File: src/rtl/nbb_pkg.sv
package nbb_pkg;

  typedef enum logic [1:0] {
    PH_IDLE,
    PH_SETUP,
    PH_STROBE,
    PH_HOLD
  } phase_e;

  typedef struct packed {
    logic cle;
    logic ale;
  } latch_sel_t;

  // offset 1 -> address latch, 2 -> command latch, 0/3 -> plain data
  function automatic latch_sel_t decode_offset(input logic [1:0] off);
    latch_sel_t s;
    s.ale = (off == 2'd1);
    s.cle = (off == 2'd2);
    return s;
  endfunction

endpackage

File: src/rtl/nbb_phase_timer.sv
module nbb_phase_timer
  import nbb_pkg::*;
#(
  parameter int unsigned CW        = 4,
  parameter int unsigned MIN_SETUP = 2,
  parameter int unsigned MIN_PULSE = 1,
  parameter int unsigned MIN_HOLD  = 2
) (
  input  logic          clk_i,
  input  logic          rst_ni,
  input  logic          start_i,
  input  logic [CW-1:0] cfg_setup_i,
  input  logic [CW-1:0] cfg_pulse_i,
  input  logic [CW-1:0] cfg_hold_i,
  output phase_e        phase_o,
  output logic          cap_o,
  output logic          last_o
);

  localparam logic [CW-1:0] SETUP_FLOOR = CW'(MIN_SETUP);
  localparam logic [CW-1:0] PULSE_FLOOR = CW'(MIN_PULSE);
  localparam logic [CW-1:0] HOLD_FLOOR  = CW'(MIN_HOLD);

  phase_e        phase_q;
  logic [CW-1:0] cnt_q;
  logic [CW-1:0] pulse_len_q, hold_len_q;
  logic [CW-1:0] setup_eff, pulse_eff, hold_eff;

  assign setup_eff = (cfg_setup_i < SETUP_FLOOR) ? SETUP_FLOOR : cfg_setup_i;
  assign pulse_eff = (cfg_pulse_i < PULSE_FLOOR) ? PULSE_FLOOR : cfg_pulse_i;
  assign hold_eff  = (cfg_hold_i  < HOLD_FLOOR)  ? HOLD_FLOOR  : cfg_hold_i;

  always_ff @(posedge clk_i or negedge rst_ni) begin
    if (!rst_ni) begin
      phase_q     <= PH_IDLE;
      cnt_q       <= '0;
      pulse_len_q <= '0;
      hold_len_q  <= '0;
    end else if (phase_q == PH_IDLE) begin
      if (start_i) begin
        phase_q     <= PH_SETUP;
        cnt_q       <= setup_eff - 1'b1;
        pulse_len_q <= pulse_eff;
        hold_len_q  <= hold_eff;
      end
    end else if (cnt_q != '0) begin
      cnt_q <= cnt_q - 1'b1;
    end else begin
      unique case (phase_q)
        PH_SETUP: begin
          phase_q <= PH_STROBE;
          cnt_q   <= pulse_len_q - 1'b1;
        end
        PH_STROBE: begin
          phase_q <= PH_HOLD;
          cnt_q   <= hold_len_q - 1'b1;
        end
        default: phase_q <= PH_IDLE;
      endcase
    end
  end

  assign phase_o = phase_q;
  assign cap_o   = (phase_q == PH_STROBE) && (cnt_q == '0);
  assign last_o  = (phase_q == PH_HOLD) && (cnt_q == '0);

  // a hold that starts must run at least the floor
  p_hold_floor_r4: assert property (@(posedge clk_i) disable iff (!rst_ni)
    (phase_q == PH_STROBE && cnt_q == '0) |=> (phase_q == PH_HOLD && cnt_q != '0));

endmodule

File: src/rtl/nbb_pin_drive.sv
module nbb_pin_drive
  import nbb_pkg::*;
#(
  parameter int unsigned AW = 2,
  parameter int unsigned DW = 8
) (
  input  logic          clk_i,
  input  logic          rst_ni,
  input  logic          accept_i,
  input  logic          we_i,
  input  logic [AW-1:0] addr_i,
  input  logic [DW-1:0] wdata_i,
  input  phase_e        phase_i,
  input  logic          cap_i,
  input  logic [DW-1:0] io_i,
  output logic          ce_n_o,
  output logic          cle_o,
  output logic          ale_o,
  output logic          we_n_o,
  output logic          re_n_o,
  output logic [DW-1:0] io_o,
  output logic          io_oe_o,
  output logic [DW-1:0] rdata_o
);

  latch_sel_t    sel_q;
  logic          wr_q;
  logic [DW-1:0] wdata_q, rdata_q;
  logic          busy;

  always_ff @(posedge clk_i or negedge rst_ni) begin
    if (!rst_ni) begin
      sel_q   <= '0;
      wr_q    <= 1'b0;
      wdata_q <= '0;
      rdata_q <= '0;
    end else begin
      if (accept_i) begin
        sel_q   <= decode_offset(addr_i[1:0]);
        wr_q    <= we_i;
        wdata_q <= wdata_i;
      end
      if (cap_i && !wr_q) rdata_q <= io_i;
    end
  end

  assign busy    = (phase_i != PH_IDLE);
  assign ce_n_o  = !busy;
  assign cle_o   = busy && sel_q.cle;
  assign ale_o   = busy && sel_q.ale;
  assign we_n_o  = !((phase_i == PH_STROBE) && wr_q);
  assign re_n_o  = !((phase_i == PH_STROBE) && !wr_q);
  assign io_oe_o = busy && wr_q;
  assign io_o    = wdata_q;
  assign rdata_o = rdata_q;

  p_latch_excl_r2: assert property (@(posedge clk_i) disable iff (!rst_ni)
    !(cle_o && ale_o));
  p_strobe_excl_r5: assert property (@(posedge clk_i) disable iff (!rst_ni)
    !(!we_n_o && !re_n_o));
  p_no_drive_read_r6: assert property (@(posedge clk_i) disable iff (!rst_ni)
    !re_n_o |-> !io_oe_o);

endmodule

File: src/rtl/nand_bus_bridge.sv
module nand_bus_bridge
  import nbb_pkg::*;
#(
  parameter int unsigned AW        = 2,
  parameter int unsigned DW        = 8,
  parameter int unsigned CW        = 4,
  parameter int unsigned MIN_SETUP = 2,
  parameter int unsigned MIN_PULSE = 1,
  parameter int unsigned MIN_HOLD  = 2
) (
  input  logic          clk_i,
  input  logic          rst_ni,
  input  logic          bus_req_i,
  input  logic          bus_we_i,
  input  logic [AW-1:0] bus_addr_i,
  input  logic [DW-1:0] bus_wdata_i,
  output logic [DW-1:0] bus_rdata_o,
  output logic          bus_ready_o,
  input  logic [CW-1:0] cfg_setup_i,
  input  logic [CW-1:0] cfg_pulse_i,
  input  logic [CW-1:0] cfg_hold_i,
  output logic          nand_ce_no,
  output logic          nand_cle_o,
  output logic          nand_ale_o,
  output logic          nand_we_no,
  output logic          nand_re_no,
  output logic          nand_wp_no,
  output logic [DW-1:0] nand_io_o,
  output logic          nand_io_oe_o,
  input  logic [DW-1:0] nand_io_i
);

  phase_e phase;
  logic   cap, last, accept, ready_q;

  assign accept = bus_req_i && (phase == PH_IDLE);

  nbb_phase_timer #(
    .CW(CW), .MIN_SETUP(MIN_SETUP), .MIN_PULSE(MIN_PULSE), .MIN_HOLD(MIN_HOLD)
  ) u_timer (
    .clk_i       (clk_i),
    .rst_ni      (rst_ni),
    .start_i     (accept),
    .cfg_setup_i (cfg_setup_i),
    .cfg_pulse_i (cfg_pulse_i),
    .cfg_hold_i  (cfg_hold_i),
    .phase_o     (phase),
    .cap_o       (cap),
    .last_o      (last)
  );

  nbb_pin_drive #(.AW(AW), .DW(DW)) u_pins (
    .clk_i    (clk_i),
    .rst_ni   (rst_ni),
    .accept_i (accept),
    .we_i     (bus_we_i),
    .addr_i   (bus_addr_i),
    .wdata_i  (bus_wdata_i),
    .phase_i  (phase),
    .cap_i    (cap),
    .io_i     (nand_io_i),
    .ce_n_o   (nand_ce_no),
    .cle_o    (nand_cle_o),
    .ale_o    (nand_ale_o),
    .we_n_o   (nand_we_no),
    .re_n_o   (nand_re_no),
    .io_o     (nand_io_o),
    .io_oe_o  (nand_io_oe_o),
    .rdata_o  (bus_rdata_o)
  );

  always_ff @(posedge clk_i or negedge rst_ni) begin
    if (!rst_ni) ready_q <= 1'b0;
    else         ready_q <= last;
  end

  assign bus_ready_o = ready_q;
  assign nand_wp_no  = 1'b1;

  p_wp_high_r9: assert property (@(posedge clk_i) disable iff (!rst_ni)
    nand_wp_no);
  p_latch_stable_r3: assert property (@(posedge clk_i) disable iff (!rst_ni)
    (!nand_ce_no && $past(!nand_ce_no)) |-> ($stable(nand_cle_o) && $stable(nand_ale_o)));
  p_ready_single_r7: assert property (@(posedge clk_i) disable iff (!rst_ni)
    bus_ready_o |=> !bus_ready_o);
  p_ready_after_ce_r7: assert property (@(posedge clk_i) disable iff (!rst_ni)
    bus_ready_o |-> (nand_ce_no && $past(!nand_ce_no)));
  p_setup_floor_r4: assert property (@(posedge clk_i) disable iff (!rst_ni)
    ($fell(nand_we_no) || $fell(nand_re_no)) |-> ($past(!nand_ce_no) && $past(!nand_ce_no, 2)));

endmodule

File: config.mk
export PLATFORM = sky130hd
export DESIGN_NAME = nand_bus_bridge
export DESIGN_NICKNAME = d
export VERILOG_FILES = /design/src/rtl/nbb_pkg.sv /design/src/rtl/nbb_phase_timer.sv /design/src/rtl/nbb_pin_drive.sv /design/src/rtl/nand_bus_bridge.sv
export SDC_FILE = /design/constraint.sdc
export NUM_CORES = 1
export LEC_CHECK = 0
export ABC_CLOCK_PERIOD_IN_PS = 2350
export BUFFER_PORTS_ARGS = -buffer_cell sky130_fd_sc_hd__buf_4
export CORE_MARGIN = 10
export CORE_UTILIZATION = 49
export DETAILED_ROUTE_END_ITERATION = 12
export GPL_ROUTABILITY_DRIVEN = 0
export PLACE_DENSITY = 0.78
export SLEW_MARGIN = 15
export SYNTH_ARGS = -nofsm -noshare
export SYNTH_HDL_FRONTEND = slang
export SYNTH_SLANG_ARGS = --single-unit
export TNS_END_PERCENT = 50
File: constraint.sdc
create_clock -name clk_i -period 2.35 [get_ports clk_i]
set_input_delay 0 -clock clk_i [delete_from_list [all_inputs] [get_ports clk_i]]
set_output_delay 0 -clock clk_i [all_outputs]
set_load 0.1 [all_outputs]
==> results of run 1 <==
layout make-up:
type / instances / area [um^2] / area share, %
Inverter: 4 / 15.01 / 0.5955
Clock buffer: 5 / 37.54 / 1.489
Sequential cell: 34 / 850.8 / 33.75
Tap cell: 46 / 57.56 / 2.283
Timing Repair Buffer: 90 / 753.2 / 29.88
Multi-Input combinational cell: 96 / 767.0 / 30.42
Clock inverter: 3 / 40.04 / 1.588
kinds of logic after synthesis:
| family | Yosys count | share of synthesized area [%] |
|---|---|---|
| buffers and inverters | 11 | 4.222 |
| XOR/XNOR | 1 | 0.5186 |
| other | 1 | 0.2220 |
| flip-flops | 34 | 50.37 |
| adder cells (fa/ha/maj) | 5 | 3.704 |
| AO/OA/AOI/OAI | 24 | 8.666 |
| multiplexers | 29 | 21.63 |
| AND/OR/NAND/NOR | 36 | 10.67 |
routing by layer:
metal  track usage [%]  vias up  routed length (um)
li1                  -      668                   -
met3             6.081        7                 266
met1             14.77      684                1666
met2             23.93       39                2288
met4             6.093        0                  73
met5                 0        -                   0
worst max path at each step:
| stage | end | from |
|---|---|---|
| 3_3_place_gp | u_timer.cnt_q[3] | u_timer.phase_o[0] |
| 6_report | u_timer.cnt_q[3] | u_timer.phase_o[0] |
| 2_1_floorplan | nand_ale_o | u_timer.phase_o[0] |
| 3_5_place_dp | u_timer.cnt_q[3] | u_timer.phase_o[0] |
| 5_1_grt | u_timer.cnt_q[3] | u_timer.phase_o[0] |
| 4_1_cts | u_timer.cnt_q[3] | u_timer.phase_o[0] |
worst max-delay path, cell delays in order (launching register included):
cell	delay [ns]
dfrtp_1	0.44
inv_1	0.11
ha_1	0.40
mux2_4	0.34
or2_0	0.24
a221oi_2	0.25
xnor2_1	0.10
mux2_4	0.26
per-stage QoR:
step | cells | TNS [ns] | setup WS [ns] | power (W)
2_1_floorplan | 141 | -1.361 | -0.4023 | 0.002724
3_3_place_gp | 239 | 0 | 0.2809 | 0.003114
3_5_place_dp | 239 | 0 | 0.1660 | 0.003187
4_1_cts | 278 | 0 | 0.1511 | 0.003652
5_1_grt | 278 | 0 | 0.02114 | 0.003817
6_report | 278 | 0 | 0.09224 | 0.003640
flip-flops by register name (all words and copies together) (netlist names):
signal,cells
u_timer.pulse_len_q,4
bus_ready_o,1
u_timer.phase_o,2
u_pins.sel_q,2
u_pins.wr_q,1
u_timer.cnt_q,4
u_pins.rdata_o,8
u_pins.io_o,8
u_timer.hold_len_q,4
timing repair:
action,in CTS,in global routing
hold endpoints to repair,62,0
endpoints found under the setup margin,0,0
hold buffers,31,0
power by group through the flow:
stage	sequential, W	combinational, W	clock [W]
after floorplan	0.00166	0.00106	0
after global placement	0.000989	0.00212	0
after detailed placement	0.00101	0.00218	0
after CTS	0.00100	0.00222	0.000434
after global routing	0.00103	0.00233	0.000461
final	0.00100	0.00221	0.000422
synthesized netlist by cell type, drive strengths merged:
master	number
a211o	1
a21oi	5
a221oi	2
a31oi	3
and2	1
buf	5
clkbuf	2
conb	1
dfrtp	34
ha	5
inv	4
mux2	27
mux2i	2
nand2	11
nand2b	3
nor2	9
nor2b	5
nor3	2
nor4	2
o21ai	11
o31ai	2
or2	2
or4	1
xnor2	1
==> reports/results.txt, run 1 <==
Final Core Density: 75.55%
Worst Hold Class: in2reg
Die area: 0.006195 mm^2
Clk network pwr share: 11.6%
Hold path cells: 4
Status: finished clean
Post-synthesis sequential area ratio: 50.37%
Tcrit/Tclk final: 96.07%
Antenna violations before repair: 0
Fraction of layout cells with a size suffix above 1: 39.66%
Syn Area/Cell: 11.98 um^2
Reg2reg path depth: 7
Switching Fraction: 52.22%
Total of fill cells in the finished design: 219
Starting density of the core: 50.62%
Post-layout nets: 270
Commonest non-fill, non-tap cell in the layout: buf_4
CP Max Fanout: 8
Least-Margin Pin Slew: 0.5243 ns
Clock Tree Buf Depth: 2
Seq pwr share: 27.6%
Worst Hold Path EP: u_timer.cnt_q[0]
Cts bufs inserted: 5
Post-Route WL: 4.294 mm
Ports: 58
Syn Inst Count: 141
Syn Nets: 180
Critical Path End Type: flop
Via count: 1,398
Remaining global-route overflow: 0
Crit path required time: 2.60 ns
Crit Reg-Reg Startpoint: u_timer.phase_o[0]
Peak VDD IR: 1.030 mV
Slew headroom: 65.05%
Comb power frac: 60.8%
Finished Cell Area: 0.002521 mm^2
R2R Setup Slk: 0.09 ns
DRC errors left: 0
Crit path arrival time: 2.51 ns
IO Port Bufs: 56
Most frequent cells in the layout: buf_4 (59), dfrtp_1 (34), dlygate4sd3_1 (31)
ANT nets after route: 0
DR iter-0 viols: 140
CTS Sinks: 34
Clk_lat worst skew: 0.35 ns
Final period demand of the worst path: 2.258 ns
Die Ht: 78.71 um
Max Fclk: 0.4429 GHz
Clock skew: 0.01616 ns
P_int: 0.001739 W
FP Rows: 21
Setup violators final: 0
Synth top area share: 50.37%
Syn Std Cell Area: 0.001689 mm^2
First-pass GRT wire length: 6.934 mm
Worst-path clk slew: 0.11 ns
Largest net degree at the start of global routing: 35
Vias in the first global route: 1,457
Placed Area: 0.002133 mm^2
CTS tree: built
Final Hold Viols: 0
Post-CTS sizing: 0
Routed len/inst: 15.45 um
Worst hold start: cfg_setup_i[0]
Synthesized flop and latch total: 34
HPWL after DPL: 3.114 mm
Pleak: 1.221 nW
Core area: 0.003337 mm^2
Chip width: 78.71 um
Min Hold Slack: 0.02373 ns
Deepest level of the CTS H-tree: 2
Drt via density: 5.029
RSZ-0062 raised after global routing: no
Pwr/cell area: 1444 mW/mm^2
Global router's overall resource usage: 14.02%
YS warnings: 0
Synth top area cells: dfrtp_1 (50%), mux2_4 (9.8%), mux2_2 (7.3%)
CTS root buf: clkbuf_4
Setup bufs post-CTS: 0
Area delta synth->final: 49.26%
Critical path class: reg2reg
Largest area contributor in the netlist: dfrtp_1
Max-slew violations: 0
CP startpoint kind: flop
Switching pwr: 0.001901 W
Post-synthesis cell type count: 31
Max cap viols: 0
Antenna Cells: 0
RR Endpoint: u_timer.cnt_q[3]
TritonRoute pass-1 iters: 5
No activity file was read; power rests on OpenSTA's default activity.
==> run 2, diff against run 1 <==
PLACE_DENSITY = unset   (was 0.78)
PLACE_DENSITY_LB_ADDON = 0.2   (was unset)
==> reports/results.txt, run 2 (synthesis results as in run 1) <==
Status: finished clean
Area delta synth->final: 48.15%
Chip width: 78.71 um (unchanged)
Worst-path clk slew: 0.10 ns (about the same)
Post-Route WL: 3.955 mm (-7.9%)
DP Cell Count: 238 (-0.42%)
Pleak: 1.203 nW (-1.5%)
IO Port Bufs: 56 (unchanged)
Most frequent cells in the layout: buf_4 (58), dfrtp_1 (34), dlygate4sd3_1 (31)
Clk network pwr share: 9.6% (-2.0 points)
Crit path required time: 2.58 ns (-0.02 ns)
Peak VDD IR: 1.053 mV (+2.2%)
Clk_lat worst skew: 0.33 ns (-0.02 ns)
P_int: 0.001658 W (-4.6%)
Least-Margin Pin Slew: 0.5508 ns (+0.02648 ns)
Clock Tree Buf Depth: 2 (unchanged)
Min Hold Slack: 0.04653 ns (+0.02280 ns)
Global router's overall resource usage: 12.96% (-1.1 points)
CP startpoint kind: flop
Slowest stage delay, CP: 0.43 ns (about the same)
Antenna violations before repair: 0 (unchanged)
DRC errors left: 0 (unchanged)
Largest net degree at the start of global routing: 35 (unchanged)
Post-layout nets: 269 (-0.37%)
CTS tree: built
Remaining global-route overflow: 0 (unchanged)
Critical Path End Type: flop
TritonRoute pass-1 iters: 4 (-1)
Switching pwr: 0.001877 W (-1.2%)
Register area: 850.8 um^2 (unchanged)
FP Rows: 21 (unchanged)
Worst Hold Class: in2reg
DR iter-0 viols: 106 (-24%)
Multi-input logic area: 769.5 um^2 (+0.33%)
Slew headroom: 63.28% (-1.8 points)
Max Fclk: 0.4552 GHz (+2.8%)
CP max-delay cell: dfrtp_1
Fraction of layout cells with a size suffix above 1: 39.83% (+0.17 points)
Max-slew violations: 0 (unchanged)
Comb power frac: 62.2% (+1.4 points)
HPWL after DPL: 2.903 mm (-6.8%)
Final period demand of the worst path: 2.197 ns (-0.06083 ns)
Deepest level of the CTS H-tree: 2 (unchanged)
Ports: 58 (unchanged)
Cts bufs inserted: 5 (unchanged)
Core area: 0.003337 mm^2 (unchanged)
Clock skew: 0.009476 ns (-0.006679 ns)
Crit path cell chain: inv_1, ha_1, mux2_4, or2_0, a221oi_2, xnor2_1, mux2_4
Commonest non-fill, non-tap cell in the layout: buf_4
Via count: 1,364 (-2.4%)
Die Ht: 78.71 um (unchanged)
CP dominant cell by count: mux2_4
Max cap viols: 0 (unchanged)
Critical path class: reg2reg
Setup violators final: 0 (unchanged)
Pwr/cell area: 1413 mW/mm^2 (-2.1%)
Starting density of the core: 50.62% (unchanged)
ANT nets after route: 0 (unchanged)
Vias in the first global route: 1,411 (-3.2%)
Seq pwr share: 28.2% (+0.6 points)
CTS Sinks: 34 (unchanged)
Dpl ws: 0.1748 ns (+0.008781 ns)
Routed len/inst: 14.28 um (-7.6%)
Tcrit/Tclk final: 93.49% (-2.6 points)
Die area: 0.006195 mm^2 (unchanged)
First-pass GRT wire length: 6.624 mm (-4.5%)
CP Max Fanout: 8 (unchanged)
Setup bufs post-CTS: 0 (unchanged)
CTS root buf: clkbuf_4
Non-filler cells, final: 277 (-0.36%)
RSZ-0062 raised after global routing: no
Crit path arrival time: 2.42 ns (-0.09 ns)
Switching Fraction: 53.10% (+0.88 points)
Final Hold Viols: 0 (unchanged)
Antenna Cells: 0 (unchanged)
Final WS setup: 0.1531 ns (+0.06083 ns)
Drt via density: 4.924 (-2.1%)
Total of fill cells in the finished design: 227 (+3.7%)
run 2: cell count changes in the layout (fill, tap and decap cells not counted), sizes merged:
cell and delta:
buf -1, bufinv -1, clkbuf +1, clkinv -1, clkinvlp +1
run 2: final timing paths:
kind                                          from                    end  slack [ns]  cells after the start
worst max register to register  u_timer.phase_o[0]       u_timer.cnt_q[3]        0.15                      7
max in group asynchronous                   rst_ni  u_timer.hold_len_q[0]        1.90                      2
worst max-delay path            u_timer.phase_o[0]       u_timer.cnt_q[3]        0.15                      7
min in group asynchronous                   rst_ni      u_pins.rdata_o[3]        0.14                      2
worst min register to register     u_pins.sel_q[1]        u_pins.sel_q[1]        0.49                      2
worst min-delay path                cfg_setup_i[2]       u_timer.cnt_q[2]        0.05                      4
run 2: cell type report:
cell class / count / area share, %
Sequential cell: 34 / 34.00
Multi-Input combinational cell: 96 / 30.75
Timing Repair Buffer: 89 / 29.80
Tap cell: 46 / 2.300
Clock buffer: 6 / 2.050
Inverter: 4 / 0.6000
Clock inverter: 2 / 0.5000
run 2: timing repair:
action	4_1_cts	5_1_grt
endpoints found under the setup margin	0	1
gates resized for setup	0	1
endpoints found under the hold margin	62	0
hold buffers	31	0
run 2: through the flow:
stage / power, W / area [um^2] / utilization (%) / setup TNS (ns)
final: 0.003536 / 2502 / 74.99 / 0
after global placement: 0.003110 / 2126 / 63.70 / 0
after global routing: 0.003730 / 2502 / 74.99 / 0
after floorplan: 0.002724 / 1689 / - / -1.361
after detailed placement: 0.003166 / 2126 / 63.70 / 0
after CTS: 0.003545 / 2500 / 74.92 / 0
run 2: power groups by stage:
stage	combinational, W	clock (W)	sequential (W)
4_1_cts	0.00220	0.000349	0.000993
3_5_place_dp	0.00216	0	0.00101
3_3_place_gp	0.00212	0	0.000990
2_1_floorplan	0.00106	0	0.00166
6_report	0.00220	0.000340	0.000998
5_1_grt	0.00232	0.000383	0.00103
run 2: worst max-delay path, delay by kind of cell (launching register included):
family	cells	cell delay, ns
mux	2	0.61
flops	1	0.43
fa+ha+maj	1	0.37
simple gates	1	0.24
compound gates	1	0.24
xor+xnor	1	0.11
buf+inv	1	0.10
run 2: per-layer routing:
layer  vias to the layer above  track usage [%]  wire, um
met5                         -                0         0
met4                         0            3.763        44
met3                         6            5.180       263
met2                        42            22.29      2055
met1                       646            14.49      1591
li1                        670                -         -
